`config.mk`:
```
export PLATFORM = sky130hd
export DESIGN_NAME = rxq_flow_fifo
export DESIGN_NICKNAME = d
export VERILOG_FILES = /design/src/rtl/rxq_pkg.sv /design/src/rtl/rxq_store.sv /design/src/rtl/rxq_status.sv /design/src/rtl/rxq_rts.sv /design/src/rtl/rxq_flow_fifo.sv
export SDC_FILE = /design/constraint.sdc
export NUM_CORES = 1
export LEC_CHECK = 0
export ABC_CLOCK_PERIOD_IN_PS = 3200
export BUFFER_PORTS_ARGS = -buffer_cell sky130_fd_sc_hd__buf_2
export CAP_MARGIN = 10
export CORE_MARGIN = 1.5
export CORE_UTILIZATION = 55
export DETAILED_ROUTE_END_ITERATION = 16
export PLACE_DENSITY = 0.77
export SYNTH_ARGS = -nofsm -noshare
export SYNTH_HDL_FRONTEND = slang
export SYNTH_SLANG_ARGS = --single-unit
```
`constraint.sdc`:
```
create_clock -name clk -period 3.2 [get_ports clk]
set_input_delay 0.64 -clock clk [delete_from_list [all_inputs] [get_ports clk]]
set_output_delay 0.64 -clock clk [all_outputs]
set_load 0.1 [all_outputs]
```
`src/rtl/rxq_pkg.sv`:
```
package rxq_pkg;
   // status flag lanes carried beside each character
   localparam int FLAG_N = 3;
   localparam int FL_FRAME  = 0;
   localparam int FL_PARITY = 1;
   localparam int FL_BREAK  = 2;
   typedef logic [FLAG_N-1:0] rxq_flags_t;
endpackage

```
`src/rtl/rxq_store.sv`:
```
module rxq_store
   import rxq_pkg::*;
#(
   parameter int DATA_W        = 8,
   parameter int MAX_DEPTH     = 16,
   parameter int SHALLOW_DEPTH = 8
) (
   input  logic              clk,
   input  logic              rst_n,
   input  logic              push,
   input  logic              pop,
   input  logic              deep,
   input  logic [DATA_W-1:0] in_data,
   input  rxq_flags_t        in_flags,
   output logic [DATA_W-1:0] top_data,
   output rxq_flags_t        top_flags,
   output logic              empty,
   output logic              full,
   output logic              lost
);
   localparam int PTR_W = $clog2(MAX_DEPTH);
   localparam int CNT_W = $clog2(MAX_DEPTH + 1);
   localparam int ENT_W = DATA_W + FLAG_N;

   logic [ENT_W-1:0] mem [MAX_DEPTH];
   logic [PTR_W-1:0] wr_ptr, rd_ptr;
   logic [CNT_W-1:0] cnt, cap;
   logic [ENT_W-1:0] last_q, head;
   logic             wr_ok, rd_ok;

   // capacity only limits the count; pointers always wrap at MAX_DEPTH
   assign cap   = deep ? CNT_W'(MAX_DEPTH) : CNT_W'(SHALLOW_DEPTH);
   assign full  = (cnt >= cap);
   assign empty = (cnt == '0);
   assign wr_ok = push & ~full;
   assign rd_ok = pop & ~empty;
   assign lost  = push & full;

   always_ff @(posedge clk) begin
      if (wr_ok) mem[wr_ptr] <= {in_flags, in_data};
   end

   always_ff @(posedge clk or negedge rst_n) begin
      if (!rst_n) begin
         wr_ptr <= '0;
         rd_ptr <= '0;
         cnt    <= '0;
         last_q <= '0;
      end else begin
         if (wr_ok) wr_ptr <= wr_ptr + 1'b1;
         if (rd_ok) begin
            rd_ptr <= rd_ptr + 1'b1;
            last_q <= mem[rd_ptr];
         end
         cnt <= cnt + CNT_W'(wr_ok) - CNT_W'(rd_ok);
      end
   end

   assign head      = empty ? last_q : mem[rd_ptr];
   assign top_data  = head[DATA_W-1:0];
   assign top_flags = head[ENT_W-1:DATA_W];
endmodule

```
`src/rtl/rxq_status.sv`:
```
module rxq_status
   import rxq_pkg::*;
(
   input  logic       clk,
   input  logic       rst_n,
   input  rxq_flags_t top_flags,
   input  logic       top_valid,
   input  logic       block_mode,
   input  logic       err_clr,
   input  logic       lost,
   output rxq_flags_t st_flags,
   output logic       overrun
);
   rxq_flags_t cur;
   rxq_flags_t acc_q;

   assign cur = top_valid ? top_flags : '0;

   // one accumulator lane per status flag
   for (genvar i = 0; i < FLAG_N; i++) begin : g_lane
      always_ff @(posedge clk or negedge rst_n) begin
         if (!rst_n)       acc_q[i] <= 1'b0;
         else if (err_clr) acc_q[i] <= 1'b0;
         else              acc_q[i] <= acc_q[i] | cur[i];
      end
      assign st_flags[i] = block_mode ? (acc_q[i] | cur[i]) : cur[i];
   end

   always_ff @(posedge clk or negedge rst_n) begin
      if (!rst_n)       overrun <= 1'b0;
      else if (lost)    overrun <= 1'b1;
      else if (err_clr) overrun <= 1'b0;
   end
endmodule

```
`src/rtl/rxq_rts.sv`:
```
module rxq_rts (
   input  logic clk,
   input  logic rst_n,
   input  logic rts_en,
   input  logic host_bit,
   input  logic full,
   input  logic start_det,
   output logic rts_n
);
   logic hold_q;
   logic throttle;

   // negation is armed by a start bit on a full queue, held while full
   always_ff @(posedge clk or negedge rst_n) begin
      if (!rst_n) hold_q <= 1'b0;
      else        hold_q <= rts_en & full & (hold_q | start_det);
   end

   // release follows the full indication directly
   assign throttle = rts_en & full & hold_q;
   assign rts_n    = ~(host_bit & ~throttle);
endmodule

```
`src/rtl/rxq_flow_fifo.sv`:
```
module rxq_flow_fifo
   import rxq_pkg::*;
#(
   parameter int DATA_W        = 8,
   parameter int MAX_DEPTH     = 16,
   parameter int SHALLOW_DEPTH = 8
) (
   input  logic              clk,
   input  logic              rst_n,
   input  logic              wr_en,
   input  logic [DATA_W-1:0] wr_data,
   input  logic              wr_fe,
   input  logic              wr_pe,
   input  logic              wr_brk,
   input  logic              start_det,
   input  logic              rd_en,
   input  logic              err_clr,
   input  logic              cfg_rts_en,
   input  logic              cfg_block_mode,
   input  logic              cfg_deep,
   input  logic              host_rts_bit,
   output logic [DATA_W-1:0] rd_data,
   output logic              st_fe,
   output logic              st_pe,
   output logic              st_brk,
   output logic              rx_ready,
   output logic              rx_full,
   output logic              overrun,
   output logic              rts_n
);
   if ((MAX_DEPTH < 2) || ((MAX_DEPTH & (MAX_DEPTH - 1)) != 0)) begin : g_bad_max
      $error("MAX_DEPTH must be a power of two of at least 2");
   end
   if ((SHALLOW_DEPTH < 1) || (SHALLOW_DEPTH > MAX_DEPTH)) begin : g_bad_shallow
      $error("SHALLOW_DEPTH must lie in 1..MAX_DEPTH");
   end
   if (DATA_W < 1) begin : g_bad_width
      $error("DATA_W must be positive");
   end

   rxq_flags_t in_flags, top_flags, st_flags;
   logic       empty, full, lost;

   assign in_flags[FL_FRAME]  = wr_fe;
   assign in_flags[FL_PARITY] = wr_pe;
   assign in_flags[FL_BREAK]  = wr_brk;

   rxq_store #(
      .DATA_W(DATA_W), .MAX_DEPTH(MAX_DEPTH), .SHALLOW_DEPTH(SHALLOW_DEPTH)
   ) i_store (
      .clk(clk), .rst_n(rst_n), .push(wr_en), .pop(rd_en), .deep(cfg_deep),
      .in_data(wr_data), .in_flags(in_flags), .top_data(rd_data),
      .top_flags(top_flags), .empty(empty), .full(full), .lost(lost)
   );

   rxq_status i_status (
      .clk(clk), .rst_n(rst_n), .top_flags(top_flags), .top_valid(~empty),
      .block_mode(cfg_block_mode), .err_clr(err_clr), .lost(lost),
      .st_flags(st_flags), .overrun(overrun)
   );

   rxq_rts i_rts (
      .clk(clk), .rst_n(rst_n), .rts_en(cfg_rts_en), .host_bit(host_rts_bit),
      .full(full), .start_det(start_det), .rts_n(rts_n)
   );

   assign st_fe    = st_flags[FL_FRAME];
   assign st_pe    = st_flags[FL_PARITY];
   assign st_brk   = st_flags[FL_BREAK];
   assign rx_ready = ~empty;
   assign rx_full  = full;
endmodule

```
== Word level (Yosys, flattened, before mapping) ==
Memory sizes are Yosys's and may differ from the RTL's.
Cells that the tools add are included.

* Register bits: 29
* Latch bits: 0
* RAM bits: 176
* ROM bits: 0
* Bits of input ports: 21
* Output and inout port bits: 15
* Logic and storage cells: 45
* Memories kept: 1

{| class="wikitable"
|+ Memory list
! memory !! depth !! width !! rd ports !! clocked after memory_dff !! write ports !! RTL line !! text
|-
| i_store.mem || 16 || 11 || 1 || 0 || 1 || rxq_store.sv:25 || <nowiki>logic [ENT_W-1:0] mem [MAX_DEPTH];</nowiki>
|}

* $add $sub $neg: 4
* $mul: 0
* Div/mod/pow operators: 0
* Magnitude comparators: 1
* Eq/ne operators: 0
* Shift-type cells: 0
* Multiplexer cells: 13
* Bitwise logic cells: 15
* Reductions and logical operators: 2

{| class="wikitable"
|+ Operators by type and width
! cell !! count
|-
| 11-bit two-way mux || 1
|-
| 1-bit two-way mux || 10
|-
| 4-bit by 1-bit adder with 4-bit output, second input constant || 2
|-
| 1-bit bitwise AND || 7
|-
| 5-bit by 1-bit adder with 5-bit output || 1
|-
| 5-bit >= comparator || 1
|-
| 5-bit logical NOT || 1
|-
| 5-bit two-way mux || 1
|-
| 5-bit by 1-bit subtractor with 5-bit output || 1
|-
| 1-bit NOT || 4
|-
| 1-bit bitwise OR || 4
|-
| 3-bit two-way mux || 1
|-
| 2-bit nonzero test || 1
|}

== Depth between registers and ports, before layout ==
Gate-level depths: netlist of the first run.

* Word-level depth: 7
* Gate-level depth with buffers: 15
* Gate-level depth less buffers: 15

== Hierarchy ==
Synthesis of the first run repeated with hierarchy kept, for this count alone.

* Cells, all modules: 559
* Area total of the unflattened synthesis: 8,797.2 µm²

{| class="wikitable"
|+ Modules (own cells, without submodules)
! module !! instances !! cells an instance !! area an instance (µm²) !! sequential area each (µm²)
|-
| rxq_store || 1 || 539 || 8,583.2 || 5,885.6
|-
| rxq_status || 1 || 15 || 166.4 || 100.1
|-
| rxq_rts || 1 || 4 || 43.8 || 25.0
|-
| rxq_flow_fifo || 1 || 1 || 3.8 || 0.0
|}

== Least setup slack after synthesis of the first run ==
OpenSTA, ideal clock, no wires.

* Path type: register to output
* Start point: register i_store.rd_ptr[0]
* End point: output rd_data[0]
* Arrival time: 2,802 ps
* Data required time: 2,560 ps
* Slack: -242 ps
* Cell stages (with the launch flop): 7
* Buffers on the path: 2
* Path through: dfrtp_1 buf_6 buf_8 mux4_2 mux2i_1 or2_2 o211ai_1

* Word-level cells in the longest chain between the ends: 2

{| class="wikitable"
|+ Ends and longest elaborated chain
! element !! RTL line !! text
|-
| from (decl) || rxq_store.sv:26 || <nowiki>logic [PTR_W-1:0] wr_ptr, rd_ptr;</nowiki>
|-
| from (signal assigned) || rxq_store.sv:52 || <nowiki>rd_ptr <= rd_ptr + 1'b1;</nowiki>
|-
| memory read 16 x 11 bit || -- ||
|-
| 11-bit two-way mux || rxq_store.sv:59 || <nowiki>assign head = empty ? last_q : mem[rd_ptr];</nowiki>
|-
| to (decl) || rxq_flow_fifo.sv:22 || <nowiki>output logic [DATA_W-1:0] rd_data,</nowiki>
|}

Every way passes these cells.

== Worst setup path after layout of the first run ==
Ends and elaborated chain as after synthesis.

==> metrics.txt, run 1 <==
number of nets in the synthesized netlist 475; startpoint kind of the worst setup timing path flip-flop; FMAX between 0.3 and 0.4 GHz; top_reg_cell synth sky130_fd_sc_hd__edfxtp_1; endpoint kind of the worst setup timing path primary output; proportion of synthesized area in mux cells 15.4%; WL final 17,900 microns; count of input and output buffers 35; via count 4,380; height of the chip ~130 microns; DR pass1 iterations 4; Yosys reg bits just over 200; die outline width ~130 microns; unrepaired setup endpoints after global routing yes; portion of synthesized cell area occupied by the leading cell type around 63%; count of inserted antenna diode cells 0; CP Max Fanout 7; insertion delay to the later sink of the worst-skew pair approximately 0.48 ns; total clock buffers created by CTS 20; netlist area before placement roughly 8400 sq um; final standard cell utilization of the core between 60% and 70%; floorplan die area roughly 16,000 sq um; Yosys warning count 0; cell type with the highest aggregate area in the netlist sky130_fd_sc_hd__edfxtp_1; clock sink count about 200; final setup skew approximately 0.013 ns; Post-synth EDFFs about 180; Post-Syn Instances between 400 and 500; number of DRC markers after the initial detailed-route iteration about 400; instance count after placement with tap cells included 674; initial antenna violation count 0; Placeable Area between 15,000 and 20,000 sq um; min-delay worst type input pin to asynchronous set/reset pin; most common cell after layout, fill and taps aside sky130_fd_sc_hd__edfxtp_1; final cycle utilization of the critical path around 99%; maximum number of pins on one net before global-route repair 27; Final setup violation count 0; global placement routability congestion just over 0.8; Required @ worst endpoint around 2.6 ns; first-pass GRT wire length 26,700 microns; post-synthesis average cell area about 19 sq um; post-route antenna net violation count 0; number of H-tree levels 1; simple-gate area share of the yosys netlist roughly 5.2%; top library cells by usage in the layout, fill and taps aside sky130_fd_sc_hd__edfxtp_1, sky130_fd_sc_hd__nand2_1, sky130_fd_sc_hd__buf_4, sky130_fd_sc_hd__mux4_2, sky130_fd_sc_hd__clkbuf_16; final-stage net count 550; power density of the placed cells roughly 1000 nW/um^2; total overflow reported by the global router 0; cell types occupying the most area after synthesis sky130_fd_sc_hd__edfxtp_1, sky130_fd_sc_hd__dfrtp_1, sky130_fd_sc_hd__mux4_2; Routed WL per cell 24.9 microns; share of the synthesized area in compound gates (AO/OA/AOI/OAI) ~3.1%; Slew Limit Headroom about 53%; combinational family with the most area after synthesis multiplexers; share of cells above drive strength 1 30.6%; clock tree from TritonCTS yes; cell chosen for the clock root sky130_fd_sc_hd__clkbuf_16; actual transition at the worst max-transition pin roughly 0.71 ns; outcome finished clean; signed area change from the synthesized netlist to the final layout 18.5%; Cell variety after synth between 40 and 50; Initial Utilization about 56%; Slew Limit Fails 0; topmost layer with routed signal wires met4; DRC 0; clock transition at the registers of the reported paths 0.06 ns; async set-reset flop share out of synthesis around 13%; Detail Route met3 WL about 1300 microns; maximum number of buffers from clock root to sink 3; length of routed wiring on met1 approximately 7100 microns; All-Layer GR Usage between 20% and 30%; startpoint-to-endpoint class of the critical path flip-flop to primary output; minimum clock period ~3.2 ns; XOR/XNOR Fraction of Synth Area under 10%; Pleak 3.59 nW; HPWL after DPL ~11,000 microns; synthesized-area fraction occupied by adder cells between 2 and 2.5%; worst voltage drop across the vdd grid approximately 1.8 mV; arrival time worst endpoint around 2.5 ns; average vias per placed instance a little over 6; number of standard-cell rows in the floorplan 45; sum of met2 wire segment lengths after detailed routing slightly above 9000 microns; final-layout setup total negative slack 0 ns; count of maximum capacitance violations 0; IO Count 36; Hold Vio Cnt, Final 0; share of synthesized area occupied by flip-flops and latches a little over two thirds; post-layout instance count excluding filler cells roughly 720; # hold bufs at CTS 0; via count of the first global-routing pass ~4,600
## cells by family after synthesis
| group | after synthesis |
|---|---|
| xor gates and xnor gates | 10 |
| and+or+nand+nor | 77 |
| muxes | 67 |
| buffers and inverters | 37 |
| AOI/OAI and AO/OA | 33 |
| adders and majority gates | 14 |
| DFF | 202 |
## flip-flops by register name (all words and copies together), names as in the netlist
signal	cells
i_store.mem	176
i_status.overrun	1
i_store.wr_ptr	4
i_store.rd_ptr	4
i_rts.hold_q	1
i_store.last_q	8
i_status.acc_q	3
i_store.cnt	5
## per-layer routing
metal / vias to the layer above / global-route usage, %
li1: 1896 / -
met1: 2259 / 31.0
met2: 190 / 39.0
met3: 35 / 2.95
met4: 0 / 6.82
met5: - / 0
## stage by stage
stage	hold slack, ns	instance area [sq um]	total power, mW	setup WS (ns)
2_1_floorplan	0.344	8430	6.58	-0.204
3_3_place_gp	0.475	9180	7.69	0.326
3_5_place_dp	0.485	9180	7.78	0.246
4_1_cts	0.206	9810	10.0	0.0192
5_1_grt	0.234	9970	10.7	-0.0252
6_report	0.204	9970	10.3	0.0418
## worst paths after layout
kind,cells after the start,endpoint,slack [ns],startpoint
worst max-delay path,8,rd_data[0],0.04,i_store.rd_ptr[0]
worst min-delay path,1,i_store.cnt[2],0.20,rst_n
worst max register to register,15,i_store.cnt[4],0.46,i_store.cnt[3]
worst min register to register,1,i_status.acc_q[0],0.50,i_status.acc_q[0]
max in group asynchronous,1,i_store.rd_ptr[0],2.49,rst_n
min in group clk,2,i_rts.hold_q,0.40,start_det
## where the power goes
part	total, mW	switching [mW]	internal (mW)
Sequential	3.44	0.260	3.18
Combinational	4.63	2.66	1.97
Clock	2.23	0.922	1.31
Total	10.3	3.84	6.46
## cell type report
type / instances / area [sq um]
clock buffer: 29 / 566
inverter: 15 / 56.3
clock inverter: 7 / 58.8
timing repair buffer: 75 / 798
multi-input combinational: 201 / 2320
tap: 188 / 235
fill: 977 / 5110
sequential: 202 / 5940
## worst max-delay path: stages (launching register included)
cell	delay, ns
sky130_fd_sc_hd__dfrtp_2	0.39
sky130_fd_sc_hd__buf_12	0.12
sky130_fd_sc_hd__clkbuf_16	0.16
sky130_fd_sc_hd__buf_8	0.14
sky130_fd_sc_hd__mux4_1	0.54
sky130_fd_sc_hd__mux2_4	0.28
sky130_fd_sc_hd__nand2_1	0.07
sky130_fd_sc_hd__o211ai_1	0.12
sky130_fd_sc_hd__clkbuf_16	0.22
## what timing repair did
item / CTS / global route
endpoints found under the setup margin: 3 / 3
gates cloned: 0 / 2
buffers inserted: 0 / 5
pin swaps: 0 / 3
resized for setup: 4 / 18
## cells in the mapped netlist (5+ instances only)
library cell	n
sky130_fd_sc_hd__ha_1	13
sky130_fd_sc_hd__mux2i_1	14
sky130_fd_sc_hd__and2_1	9
sky130_fd_sc_hd__or2_2	5
sky130_fd_sc_hd__nand2_1	38
sky130_fd_sc_hd__mux4_1	18
sky130_fd_sc_hd__xnor2_1	6
sky130_fd_sc_hd__mux4_2	26
sky130_fd_sc_hd__clkbuf_1	6
sky130_fd_sc_hd__inv_1	14
sky130_fd_sc_hd__edfxtp_1	176
sky130_fd_sc_hd__mux2_2	8
sky130_fd_sc_hd__o211ai_1	16
sky130_fd_sc_hd__dfrtp_1	26
sky130_fd_sc_hd__buf_2	8
Note: power is estimated with default switching activity, not from simulation.
==> run 2, diff against run 1 <==
==> constraint.sdc (replaced) <==
create_clock -name clk -period 3.2 [get_ports clk]
set_input_delay 0.16 -clock clk [delete_from_list [all_inputs] [get_ports clk]]
set_output_delay 0.16 -clock clk [all_outputs]
set_load 0.1 [all_outputs]
==> metrics.txt, run 2 (same netlist as run 1, synthesis figures left out) <==
area of combinational cells with multiple inputs 2290 sq um (-1.1%); clock tree from TritonCTS yes; depth of the worst register-to-register path 15 (unchanged); Slew Limit Headroom 37.8% (-15 points); arrival time worst endpoint 2.84 ns (+0.32 ns); share of cells above drive strength 1 27.2% (-3.4 points); final setup skew 0.0148 ns (+0.00166 ns); post-CTS setup-driven buffer insertion count 0 (unchanged); outcome finished clean; maximum number of buffers from clock root to sink 3 (unchanged); smallest hold slack 0.0381 ns (-0.166 ns); Pleak 3.47 nW (-3.4%); total clock buffers created by CTS 21 (+5.0%); global placement routability congestion 0.757 (-6.4%); Slowest Stage Delay on Critical Path 0.95 ns (+0.41 ns); post-placement cell area 8850 sq um (-3.6%); largest registers i_store.mem x176, i_store.last_q x8, i_store.cnt x5; startpoint-to-endpoint class of the critical path flip-flop to primary output; switching portion of total power 37.7% (+0.38 points); number of H-tree levels 1 (unchanged); number of filler cells placed in the layout 1,016 (+4.0%); IO Count 36 (unchanged); DRC 0 (unchanged); cell-by-cell listing of the critical path and2_1 > nand2_1 > o211ai_1 > buf_2; final-stage net count 535 (-2.7%); Final setup violation count 0 (unchanged); actual transition at the worst max-transition pin 0.933 ns (+0.222 ns); power density of the placed cells 1010 nW/um^2 (-1.8%); number of standard-cell rows in the floorplan 45 (unchanged); WL final 17,100 microns (-4.2%); via count of the first global-routing pass 4,490 (-1.8%); count of inserted antenna diode cells 0 (unchanged); Slew Limit Fails 0 (unchanged); height of the chip 127 microns (unchanged); most common cell after layout, fill and taps aside sky130_fd_sc_hd__edfxtp_1; DR pass1 iterations 4 (unchanged); initial antenna violation count 0 (unchanged); first-pass GRT wire length 26,300 microns (-1.5%); average vias per placed instance 6.08 (-0.50%); clock transition at the registers of the reported paths 0.07 ns (about the same); critical path depth in cells 4 (-4); Initial Utilization 55.8% (unchanged); Required @ worst endpoint 3.04 ns (+0.48 ns); clock power share 26.5% (+4.8 points); count of maximum capacitance violations 0 (unchanged); All-Layer GR Usage 22.5% (-0.21 points); Hold Vio Cnt, Final 0 (unchanged); unrepaired setup endpoints after global routing no; post-route antenna net violation count 0 (unchanged); HPWL after DPL 10,300 microns (-7.3%); finished layout cell area 9650 sq um (-3.2%); max FFs per register 176 (unchanged); clock sink count 202 (unchanged); top register by number of flip-flops i_store.mem; signed area change from the synthesized netlist to the final layout 14.7%; number of DRC markers after the initial detailed-route iteration 381 (-4.3%); CP Max Fanout 23 (+16); startpoint kind of the worst setup timing path flip-flop; combinational group share of total power 37.9% (-7.1 points); minimum clock period 3.00 ns (-0.159 ns); count of input and output buffers 35 (unchanged); insertion delay to the later sink of the worst-skew pair 0.50 ns (+0.02 ns); via count 4,273 (-2.4%); final-layout setup total negative slack 0 ns (unchanged); final cycle utilization of the critical path 93.7% (-5.0 points); CP bufs+invs 1 (-3); Routed WL per cell 24.4 microns (-2.3%); endpoint kind of the worst setup timing path primary output; FMAX 0.333 GHz (+5.3%); register area 5940 sq um (about the same); Placeable Area 15,100 sq um (unchanged); floorplan die area 16,100 sq um (unchanged); maximum number of pins on one net before global-route repair 48 (+78%); Worst Hold Depth 1; cell internal pwr 6.10 mW (-5.6%); worst voltage drop across the vdd grid 0.539 mV (-70%); die outline width 127 microns (unchanged); cell chosen for the clock root sky130_fd_sc_hd__clkbuf_16; net switching power of the design 3.69 mW (-4.1%); min-delay worst type input pin to flip-flop; Critical Path Slowest Stage Cell sky130_fd_sc_hd__dfrtp_1; top library cells by usage in the layout, fill and taps aside sky130_fd_sc_hd__edfxtp_1, sky130_fd_sc_hd__nand2_1, sky130_fd_sc_hd__buf_2, sky130_fd_sc_hd__mux4_2, sky130_fd_sc_hd__dfrtp_1; total overflow reported by the global router 0 (unchanged); Seq pwr share 35.6% (+2.2 points); kind of cell with the highest combined delay on the critical path flip-flops
==> run 2: path summary, 6_finish.rpt <==
kind,end,start,slack [ns]
max,rd_data[2],i_store.rd_ptr[3],0.20
min,i_store.mem[8][9],wr_pe,0.04
max reg2reg,i_store.cnt[4],i_store.cnt[3],0.47
min reg2reg,i_status.acc_q[2],i_status.acc_q[2],0.50
max in group asynchronous,i_store.rd_ptr[0],rst_n,2.44
min in group asynchronous,i_store.wr_ptr[1],rst_n,0.24
==> run 2: layout make-up <==
type / instances / area share [%]
clock inverters: 16 / 2.14
clock buffers: 22 / 5.59
flip-flops and latches: 202 / 61.5
repair buffers: 59 / 3.94
well taps: 188 / 2.44
multi-input cells: 201 / 23.8
inverters: 15 / 0.583
==> run 2: stage by stage <==
stage / power, mW / setup slack (ns) / cells / util, %
after detailed placement: 7.20 / 0.513 / 660 / 58.7
final: 9.78 / 0.201 / 703 / 64.0
after global placement: 7.09 / 0.515 / 660 / 58.7
after CTS: 9.83 / 0.0167 / 703 / 63.9
after floorplan: 6.54 / 0.203 / 440 / -
after global routing: 10.2 / 0.106 / 703 / 64.0
==> run 2: power groups by stage <==
stage,logic (mW),registers (mW),clock network (mW)
3_5_place_dp,3.67,3.52,0
2_1_floorplan,3.15,3.39,0
3_3_place_gp,3.60,3.49,0
5_1_grt,3.94,3.51,2.72
6_report,3.71,3.48,2.59
4_1_cts,3.73,3.48,2.63
==> run 2: repair_timing <==
action | 4_1_cts | 5_1_grt
resized for setup | 0 | 1
hold buffers | 5 | 0
hold endpoints to repair | 31 | 0
endpoints found under the setup margin | 0 | 4
==> run 2: metal layers <==
metal | GRT usage (%) | vias to the layer above | share of wire [%]
li1 | - | 1874 | -
met1 | 29.1 | 2218 | 38
met2 | 40.0 | 157 | 54
met3 | 3.04 | 24 | 6.2
met4 | 7.35 | 0 | 2.0
met5 | 0 | - | 0
==> run 3, diff against run 2 <==
Settings changed: CORE_MARGIN 1.5 to 2.
==> metrics.txt, run 3 (same netlist as run 1, synthesis figures left out) <==
Placeable Area 15,100 sq um (unchanged); clock power share 24.2% (-2.3 points); CP Max Fanout 23 (unchanged); area of combinational cells with multiple inputs 2290 sq um (unchanged); total overflow reported by the global router 0 (unchanged); Final setup violation count 0 (unchanged); Required @ worst endpoint 3.04 ns (about the same); largest registers i_store.mem x176, i_store.last_q x8, i_store.cnt x5; global placement routability congestion 0.750 (-0.93%); via count 4,331 (+1.4%); number of filler cells placed in the layout 1,019 (+0.30%); WL final 17,400 microns (+1.7%); number of H-tree levels 1 (unchanged); maximum number of pins on one net before global-route repair 48 (unchanged); HPWL after DPL 10,000 microns (-2.6%); All-Layer GR Usage 22.5% (-0.061 points); final-stage net count 538 (+0.56%); hold-critical path endpoint i_store.mem[9][4]; Hold Crit Start wr_data[4]; top library cells by usage in the layout, fill and taps aside sky130_fd_sc_hd__edfxtp_1, sky130_fd_sc_hd__nand2_1, sky130_fd_sc_hd__buf_2, sky130_fd_sc_hd__mux4_2, sky130_fd_sc_hd__dfrtp_1; endpoint kind of the worst setup timing path primary output; cell chosen for the clock root sky130_fd_sc_hd__clkbuf_16; post-placement worst setup slack 0.477 ns (-0.0362 ns); max FFs per register 176 (unchanged); most common cell after layout, fill and taps aside sky130_fd_sc_hd__edfxtp_1; FMAX 0.328 GHz (-1.5%); maximum number of buffers from clock root to sink 3 (unchanged); insertion delay to the later sink of the worst-skew pair 0.50 ns (about the same); initial antenna violation count 0 (unchanged); floorplan die area 16,300 sq um (+1.6%); Pleak 3.43 nW (-0.96%); clock transition at the registers of the reported paths 0.06 ns (about the same); outcome finished clean; number of standard-cell rows in the floorplan 45 (unchanged); Hold Vio Cnt, Final 0 (unchanged); switching portion of total power 38.5% (+0.83 points); worst setup slack for register-to-register paths 0.49 ns (+0.02 ns); Worst Hold Depth 1 (unchanged); post-CTS setup-driven buffer insertion count 0 (unchanged); count of maximum capacitance violations 0 (unchanged); total clock buffers created by CTS 21 (unchanged); combinational group share of total power 39.0% (+1.1 points); unrepaired setup endpoints after global routing no; depth of the worst register-to-register path 15 (unchanged); top register by number of flip-flops i_store.mem; DRC 0 (unchanged); height of the chip 128 microns (+0.79%); post-route antenna net violation count 0 (unchanged); Initial Utilization 55.8% (unchanged); final-layout setup total negative slack 0 ns (unchanged); worst voltage drop across the vdd grid 0.702 mV (+30%); die outline width 128 microns (+0.79%); final cycle utilization of the critical path 95.2% (+1.4 points); Slew Limit Fails 0 (unchanged); number of DRC markers after the initial detailed-route iteration 468 (+23%); worst setup slack after layout 0.154 ns (-0.0463 ns); actual transition at the worst max-transition pin 1.02 ns (+0.0898 ns); signed area change from the synthesized netlist to the final layout 13.8%; Slew Limit Headroom 31.8% (-6.0 points); min-delay worst type input pin to flip-flop; register area 5940 sq um (unchanged); Routed WL per cell 24.7 microns (+1.3%); count of input and output buffers 35 (unchanged); via count of the first global-routing pass 4,479 (-0.24%); reg-to-reg endpoint i_store.cnt[4]; average vias per placed instance 6.13 (+0.93%); DR pass1 iterations 4 (unchanged); clock tree from TritonCTS yes; origin of the critical flop-to-flop path i_store.cnt[3]; first-pass GRT wire length 26,800 microns (+1.9%); startpoint-to-endpoint class of the critical path flip-flop to primary output; Seq pwr share 36.7% (+1.1 points); IO Count 36 (unchanged); minimum clock period 3.05 ns (+0.0463 ns); startpoint kind of the worst setup timing path flip-flop; count of inserted antenna diode cells 0 (unchanged); cell internal pwr 5.82 mW (-4.6%); arrival time worst endpoint 2.89 ns (+0.05 ns); net switching power of the design 3.64 mW (-1.1%); clock sink count 202 (unchanged); power density of the placed cells 988 nW/um^2 (-2.5%); share of cells above drive strength 1 26.8% (-0.35 points); final setup skew 0.0139 ns (-0.000949 ns)
run 3: changes by cell type in the layout (fill, tap and decap cells not counted):
| cell | previous run | this run |
|---|---|---|
| sky130_fd_sc_hd__clkbuf_1 | 0 | 7 |
| sky130_fd_sc_hd__bufinv_16 | 5 | 1 |
| sky130_fd_sc_hd__buf_4 | 18 | 21 |
| sky130_fd_sc_hd__clkinv_1 | 4 | 1 |
| sky130_fd_sc_hd__clkbuf_8 | 1 | 2 |
| sky130_fd_sc_hd__clkinv_2 | 5 | 4 |
run 3: final cells by class:
cell class	count	area share [%]
Sequential cell	202	62.0
Clock inverter	8	0.732
Multi-Input combinational cell	201	24.0
Inverter	15	0.588
Clock buffer	30	6.05
Timing Repair Buffer	62	4.21
Tap cell	188	2.46
run 3: routing by layer:
layer  global-route usage [%]  vias up  wire (microns)
li1                         -     1880               -
met1                     32.2     2285            7190
met2                     36.7      139            8820
met3                     2.71       27             988
met4                     7.37        0             415
met5                        0        -               0
run 3: what timing repair did:
action                                 CTS  global route
endpoints found under the hold margin   31             0
setup endpoints to repair                0             1
gates resized for setup                  0             1
hold buffers                             5             0
run 3: worst max path at each step:
stage / end / slack, ns / cells past startpoint / start
finish: st_pe / 0.15 / 5 / i_store.rd_ptr[3]
floorplan: i_store.cnt[4] / 0.20 / 15 / i_store.cnt[3]
detailed placement: i_store.cnt[4] / 0.48 / 15 / i_store.cnt[3]
CTS: rd_data[5] / 0.06 / 5 / i_store.rd_ptr[1]
global placement: i_store.cnt[4] / 0.64 / 15 / i_store.cnt[3]
global route: st_pe / 0.14 / 5 / i_store.rd_ptr[3]
run 3: power by group through the flow:
stage | Combinational, mW | Sequential (mW) | Clock, mW
2_1_floorplan | 3.15 | 3.39 | 0
3_3_place_gp | 3.62 | 3.50 | 0
3_5_place_dp | 3.69 | 3.52 | 0
4_1_cts | 3.73 | 3.47 | 2.32
5_1_grt | 3.92 | 3.51 | 2.43
6_report | 3.69 | 3.48 | 2.29
run 3: metrics by stage:
stage | hold WS, ns | area (sq um) | cells | power, mW | utilization (%)
floorplan | -0.136 | 8410 | 440 | 6.54 | -
global placement | 0.240 | 8880 | 663 | 7.12 | 58.8
detailed placement | 0.244 | 8880 | 663 | 7.21 | 58.8
CTS | 0.0246 | 9580 | 706 | 9.52 | 63.5
global route | 0.0393 | 9580 | 706 | 9.87 | 63.5
finish | 0.0308 | 9580 | 706 | 9.46 | 63.5
run 3: worst max-delay path, cell delays in order (launching register included):
cell                      delay (ns)
sky130_fd_sc_hd__dfrtp_1        1.01
sky130_fd_sc_hd__mux4_2         0.40
sky130_fd_sc_hd__mux2i_1        0.08
sky130_fd_sc_hd__o22ai_1        0.35
sky130_fd_sc_hd__a21o_1         0.12
sky130_fd_sc_hd__buf_2          0.41
